File: config.mk
export PLATFORM = sky130hd
export DESIGN_NAME = casc_id_unit
export DESIGN_NICKNAME = d
export VERILOG_FILES = /design/src/rtl/casc_pkg.sv /design/src/rtl/casc_ack_track.sv /design/src/rtl/casc_master_drv.sv /design/src/rtl/casc_slave_cmp.sv /design/src/rtl/casc_id_unit.sv
export SDC_FILE = /design/constraint.sdc
export NUM_CORES = 1
export LEC_CHECK = 0
export BUFFER_PORTS_ARGS = -buffer_cell sky130_fd_sc_hd__buf_2
export CAP_MARGIN = 30
export CORE_MARGIN = 1.5
export CORE_UTILIZATION = 44
export DETAILED_ROUTE_END_ITERATION = 6
export PLACE_DENSITY = 0.75
export SYNTH_ARGS = -nofsm -noshare
export SYNTH_HDL_FRONTEND = slang
export SYNTH_SLANG_ARGS = --single-unit
File: constraint.sdc
create_clock -name clk -period 1.4 [get_ports clk]
set_input_delay 0.28 -clock clk [delete_from_list [all_inputs] [get_ports clk]]
set_output_delay 0.28 -clock clk [all_outputs]
set_load 0.1 [all_outputs]
File: src/rtl/casc_pkg.sv
package casc_pkg;

   localparam int CASC_CNT_W = 2;

   typedef struct packed {
      logic start;      // first rising ack edge of a sequence
      logic first_end;  // falling edge of the first pulse
      logic last_end;   // falling edge of the final pulse
      logic active;     // a sequence is in progress
   } casc_evt_t;

   function automatic logic [CASC_CNT_W-1:0] pulses_needed(input logic three);
      return three ? CASC_CNT_W'(3) : CASC_CNT_W'(2);
   endfunction

endpackage

File: src/rtl/casc_ack_track.sv
module casc_ack_track
   import casc_pkg::*;
(
   input  logic      clk,
   input  logic      rst_n,
   input  logic      ack,
   input  logic      three_pulse,
   output casc_evt_t evt
);

   logic                  ack_q;
   logic                  active_q;
   logic                  three_q;
   logic [CASC_CNT_W-1:0] cnt_q;
   logic                  rise, fall;

   assign rise = ack & ~ack_q;
   assign fall = ~ack & ack_q;

   always_comb begin
      evt.start     = rise & ~active_q;
      evt.first_end = fall & active_q & (cnt_q == CASC_CNT_W'(1));
      evt.last_end  = fall & active_q & (cnt_q == pulses_needed(three_q));
      evt.active    = active_q;
   end

   always_ff @(posedge clk or negedge rst_n) begin
      if (!rst_n) begin
         ack_q    <= 1'b0;
         active_q <= 1'b0;
         three_q  <= 1'b0;
         cnt_q    <= '0;
      end else begin
         ack_q <= ack;
         if (evt.start) begin
            active_q <= 1'b1;
            cnt_q    <= CASC_CNT_W'(1);
            three_q  <= three_pulse;
         end else if (evt.last_end) begin
            active_q <= 1'b0;
            cnt_q    <= '0;
         end else if (rise && active_q) begin
            cnt_q <= cnt_q + CASC_CNT_W'(1);
         end
      end
   end

   assert_cnt_bound_R10: assert property (@(posedge clk) disable iff (!rst_n)
      active_q |-> (cnt_q >= CASC_CNT_W'(1) && cnt_q <= CASC_CNT_W'(3)));

   assert_end_on_fall_R10: assert property (@(posedge clk) disable iff (!rst_n)
      $fell(active_q) |-> ($past(ack_q) && !$past(ack)));

endmodule

File: src/rtl/casc_master_drv.sv
module casc_master_drv #(
   parameter int ID_W = 3,
   parameter int NLVL = 8
) (
   input  logic            clk,
   input  logic            rst_n,
   input  logic            start,
   input  logic            last_end,
   input  logic            is_master,
   input  logic [NLVL-1:0] slave_map,
   input  logic            grant_valid,
   input  logic [ID_W-1:0] grant_level,
   output logic            role_q,
   output logic            drv_oe,
   output logic [ID_W-1:0] drv_id,
   output logic            self_vec
);

   localparam logic [ID_W-1:0] DEFAULT_LVL = {ID_W{1'b1}};

   logic [ID_W-1:0] eff_lvl;
   logic            has_sub;

   assign eff_lvl = grant_valid ? grant_level : DEFAULT_LVL;
   assign has_sub = slave_map[eff_lvl];

   always_ff @(posedge clk or negedge rst_n) begin
      if (!rst_n) begin
         role_q   <= 1'b0;
         drv_oe   <= 1'b0;
         drv_id   <= '0;
         self_vec <= 1'b0;
      end else if (start) begin
         role_q   <= is_master;
         drv_oe   <= is_master;
         drv_id   <= (is_master && has_sub) ? eff_lvl : '0;
         self_vec <= is_master & ~has_sub;
      end else if (last_end) begin
         role_q   <= 1'b0;
         drv_oe   <= 1'b0;
         drv_id   <= '0;
         self_vec <= 1'b0;
      end
   end

   assert_id_released_R2: assert property (@(posedge clk) disable iff (!rst_n)
      !drv_oe |-> (drv_id == '0));

   assert_self_only_master_R3: assert property (@(posedge clk) disable iff (!rst_n)
      self_vec |-> (role_q && drv_oe));

endmodule

File: src/rtl/casc_slave_cmp.sv
module casc_slave_cmp #(
   parameter int ID_W = 3
) (
   input  logic [ID_W-1:0] own_id,
   input  logic [ID_W-1:0] cas_in,
   output logic            hit
);

   logic [ID_W-1:0] bit_eq;

   for (genvar b = 0; b < ID_W; b++) begin : g_bit
      assign bit_eq[b] = ~(own_id[b] ^ cas_in[b]);
   end

   assign hit = &bit_eq;

endmodule

File: src/rtl/casc_id_unit.sv
module casc_id_unit
   import casc_pkg::*;
#(
   parameter int ID_W = 3
) (
   input  logic                 clk,
   input  logic                 rst_n,
   input  logic                 is_master,
   input  logic [ID_W-1:0]      own_id,
   input  logic [(1<<ID_W)-1:0] slave_map,
   input  logic                 grant_valid,
   input  logic [ID_W-1:0]      grant_level,
   input  logic                 three_pulse,
   input  logic                 ack,
   input  logic [ID_W-1:0]      cas_in,
   output logic [ID_W-1:0]      cas_out,
   output logic                 cas_oe,
   output logic                 vec_en
);

   localparam int NLVL = 1 << ID_W;

   if (ID_W != 3) begin : g_bad_width
      $error("casc_id_unit: cascade bus must be 3 bits wide");
   end

   casc_evt_t evt;
   logic      role_q, self_vec, hit;

   casc_ack_track u_track (
      .clk         (clk),
      .rst_n       (rst_n),
      .ack         (ack),
      .three_pulse (three_pulse),
      .evt         (evt)
   );

   casc_master_drv #(.ID_W(ID_W), .NLVL(NLVL)) u_master (
      .clk         (clk),
      .rst_n       (rst_n),
      .start       (evt.start),
      .last_end    (evt.last_end),
      .is_master   (is_master),
      .slave_map   (slave_map),
      .grant_valid (grant_valid),
      .grant_level (grant_level),
      .role_q      (role_q),
      .drv_oe      (cas_oe),
      .drv_id      (cas_out),
      .self_vec    (self_vec)
   );

   casc_slave_cmp #(.ID_W(ID_W)) u_cmp (
      .own_id (own_id),
      .cas_in (cas_in),
      .hit    (hit)
   );

   always_ff @(posedge clk or negedge rst_n) begin
      if (!rst_n) begin
         vec_en <= 1'b0;
      end else if (evt.first_end) begin
         vec_en <= role_q ? self_vec : hit;
      end else if (evt.last_end) begin
         vec_en <= 1'b0;
      end
   end

   assert_vec_in_seq_R7: assert property (@(posedge clk) disable iff (!rst_n)
      vec_en |-> evt.active);

   assert_slave_silent_R6: assert property (@(posedge clk) disable iff (!rst_n)
      !role_q |-> !cas_oe);

   assert_oe_on_ack_R2: assert property (@(posedge clk) disable iff (!rst_n)
      $rose(cas_oe) |-> $past(ack));

   assert_vec_hold_R9: assert property (@(posedge clk) disable iff (!rst_n)
      (vec_en && !evt.last_end) |=> vec_en);

   assert_master_defers_R4: assert property (@(posedge clk) disable iff (!rst_n)
      (role_q && cas_out != '0) |-> !vec_en);

endmodule

==> run metrics <==
Adder-Cell Fraction of Synth Area=2.00%; status=finished clean; Die Y=around 41 um; Worst Tran Pin Value=just under 500 ps; clk_lat worst skew=between 200 and 300 ps; crit path time final=around 1300 ps; CTS Buf Count=3; clk_skew=roughly 1.3 ps; worst hold path stage count=1; post-route ant nets=0; Initial Utilization=a little under half; syn nets=81; met3 global-route usage=roughly 8%; biggest area consumer among synthesized cells=dfrtp_1; Mapped Area=624 um2; RSZ-0062 raised after global routing=no; via count=560; clock buffer depth=2; Yosys warning count=0; Critical R2R Capture=u_track.three_q; Die Area=between 1500 and 2000 um2; VDD IR max=~0.0012 V; critical path launch point type=register; first-pass GRT wire length=2.10 mm; Post-Synth Simple-Gate Area=between 10% and 20%; Max-Slew Margin vs Limit=between 60 and 70%; All-Layer GR Usage=approximately 19%; Clock Pin Slew Worst Setup and Hold Paths=approximately 60 ps; Power Total=1.73 mW; CP Class=register to output pin; critical path fanouts, max=2; setup slack, reg-to-reg=100 ps; Compound-Gate Fraction of Synth Area=about a quarter; largest family of logic cells by synthesized area=compound AO/OA/AOI/OAI gates; met2 usage=31.7%; Hold WC Path Type=input port to register; met1 Resource Use GR=around a quarter; f_max=between 0.7 and 0.8 GHz; CP required=1120 ps; mean routed wirelength per cell=about 12 um; synth unique cells=29; dpl hpwl=approximately 1.1 mm; count of nets after finishing=between 100 and 150; drt drc=0; area of the core=about 1300 um2; period utilization=approximately 95%; CP delay by family, top=buffers and inverters; WHS=147 ps; Slowest cell on crit path=buf_2; 1st-pass router iterations=4; clk sink count=11; final hold violations=0; worst r2r src=u_track.ack_q; syn_area_per_cell=around 11 um2; initial drt markers=8; endpoints failing setup=0; power per cell area=between 1500 and 2000 nW/um2; TritonCTS clock tree=built; hold wc startpoint=ack; Chip Width=around 40 um; Setup crit end kind=output pin; part of the Yosys area used for sequential elements=between 40 and 50%; IO Pins=28; initial antenna violation count=0; #FFs+latches synth=11; mux cell area share after synthesis=about 5.2%; critical path arrival=between 1000 and 1500 ps; Via density=approximately 5.1; CP peak stage delay=between 400 and 500 ps; largest net degree at the start of global routing=12; ant diodes=0; GPL Wtd Cong=0.766; Slew Viols, Final=0; gr ovfl total=0; via count of the first global-routing pass=535; top-area cell type share of the netlist area=between 40% and 50%; # port buffers=27; leakage=about 0.43 nW; hold endpoint=u_track.ack_q; Detailed Route WL=1.27 mm; crit path cell chain=buf_2; Top Usage Layer GRT=met2; # Post-CTS Setup Buffers=0; layout cell share with drive strength beyond 1=approximately 47%; max_cap viols=0; FP Rows=13; Mapped Cells=between 50 and 60; path depth of the worst reg2reg path=3; P&R area growth vs syn=40.3%; crit path buf inv count=1; root buf cell=clkbuf_4; top cells by area, synth=dfrtp_1 (44%), a32o_1 (4.8%), xor2_1 (4.2%); H-tree levels=1; Post-Synth XOR/XNOR Area=5.61%
## cells by family (layout without fill, tap and decap cells)
group / count (synthesis) / count (layout)
compound gates: 17 / 17
xor+xnor: 4 / 4
fa+ha+maj: 1 / 1
buf+inv: 2 / 40
flops: 11 / 11
mux: 3 / 3
simple gates: 19 / 19
## what timing repair did
| item | CTS | global route |
|---|---|---|
| setup endpoints to repair | 0 | 0 |
| hold buffers | 1 | 0 |
| gates resized for setup | 0 | 0 |
| endpoints found under the hold margin | 11 | 0 |
## layer usage
| metal | up-vias | routed length (um) |
|---|---|---|
| met3 | 2 | 63 |
| met1 | 256 | 556 |
| met4 | 0 | 6 |
| met5 | - | 0 |
| met2 | 12 | 638 |
| li1 | 290 | - |
## area by class of cell
type                       instances  area [um2]
tap                               15        18.8
multi-input combinational         44         342
timing repair buffer              34         205
sequential                        11         277
clock buffer                       4        26.3
inverter                           2        7.51
fill                             111         442
## report_power, final
group	internal (mW)	switching (mW)
clock	0.110	0.0972
combinational	0.288	0.681
sequential	0.453	0.0967
total	0.851	0.874
## cells in the final DEF (no fill, tap or decap)
cell type      count
xnor2_1            1
dfrtp_2            1
clkbuf_4           3
and3_1             1
nand3b_1           1
o2bb2ai_1          1
a21boi_0           1
clkbuf_1           1
a21oi_1            4
nand3_1            2
or2_2              1
and3b_1            1
o22ai_2            1
buf_12             1
a21boi_2           1
or2b_2             1
nor4_1             1
or3b_1             1
a21o_1             3
a31o_2             1
inv_1              2
xor2_1             3
mux2i_1            1
mux2_2             2
nand2b_1           3
nor3b_1            2
dfrtp_1           10
dlygate4sd3_1      1
nand2_1            1
o21ai_0            1
nor2_1             4
a32o_1             3
buf_2             26
o22ai_4            1
ha_1               1
buf_4              6
## flip-flops by register name (all words and copies together), names as in the netlist
| signal | cells |
|---|---|
| u_master.drv_id | 3 |
| u_master.drv_oe | 1 |
| u_master.self_vec | 1 |
| u_track.ack_q | 1 |
| u_track.active_q | 1 |
| u_track.cnt_q | 2 |
| u_track.three_q | 1 |
| vec_en | 1 |
## worst max path at each step
stage / from / end / slack [ps] / cells after the start
after floorplan: grant_level[0] / u_master.drv_id[1] / 120 / 4
after global placement: grant_level[0] / u_master.drv_id[1] / -20 / 5
after detailed placement: grant_level[0] / u_master.drv_id[1] / -40 / 5
after CTS: u_master.drv_id[1] / cas_out[1] / 60 / 1
after global routing: u_track.cnt_q[0] / u_master.drv_id[0] / 20 / 4
final: u_master.drv_id[1] / cas_out[1] / 70 / 1
## synthesized netlist by cell type (all sizes together)
master and number:
mux2 2, a21boi 2, nor3b 2, and3b 1, or3b 1, and3 1, nand2b 3, o21ai 1
dfrtp 11, a31o 1, ha 1, o2bb2ai 1, nor2 4, xnor2 1, inv 2, mux2i 1
or2b 1, nand3 2, a32o 3, or2 1, a21oi 4, nand3b 1, a21o 3, nand2 1
xor2 3, nor4 1, o22ai 2
## per-stage QoR
stage / setup slack [ps] / cells / utilization (%) / instance area [um2] / setup TNS, ps
5_1_grt: 23.2 / 110 / 66.5 / 876 / 0
6_report: 70.9 / 110 / 66.5 / 876 / 0
2_1_floorplan: 118 / 57 / - / 626 / 0
3_3_place_gp: -24.4 / 105 / 63.7 / 840 / -25.7
4_1_cts: 63.4 / 110 / 66.5 / 876 / 0
3_5_place_dp: -42.5 / 105 / 63.7 / 840 / -62.6
Note: power is estimated with default switching activity, not from simulation.
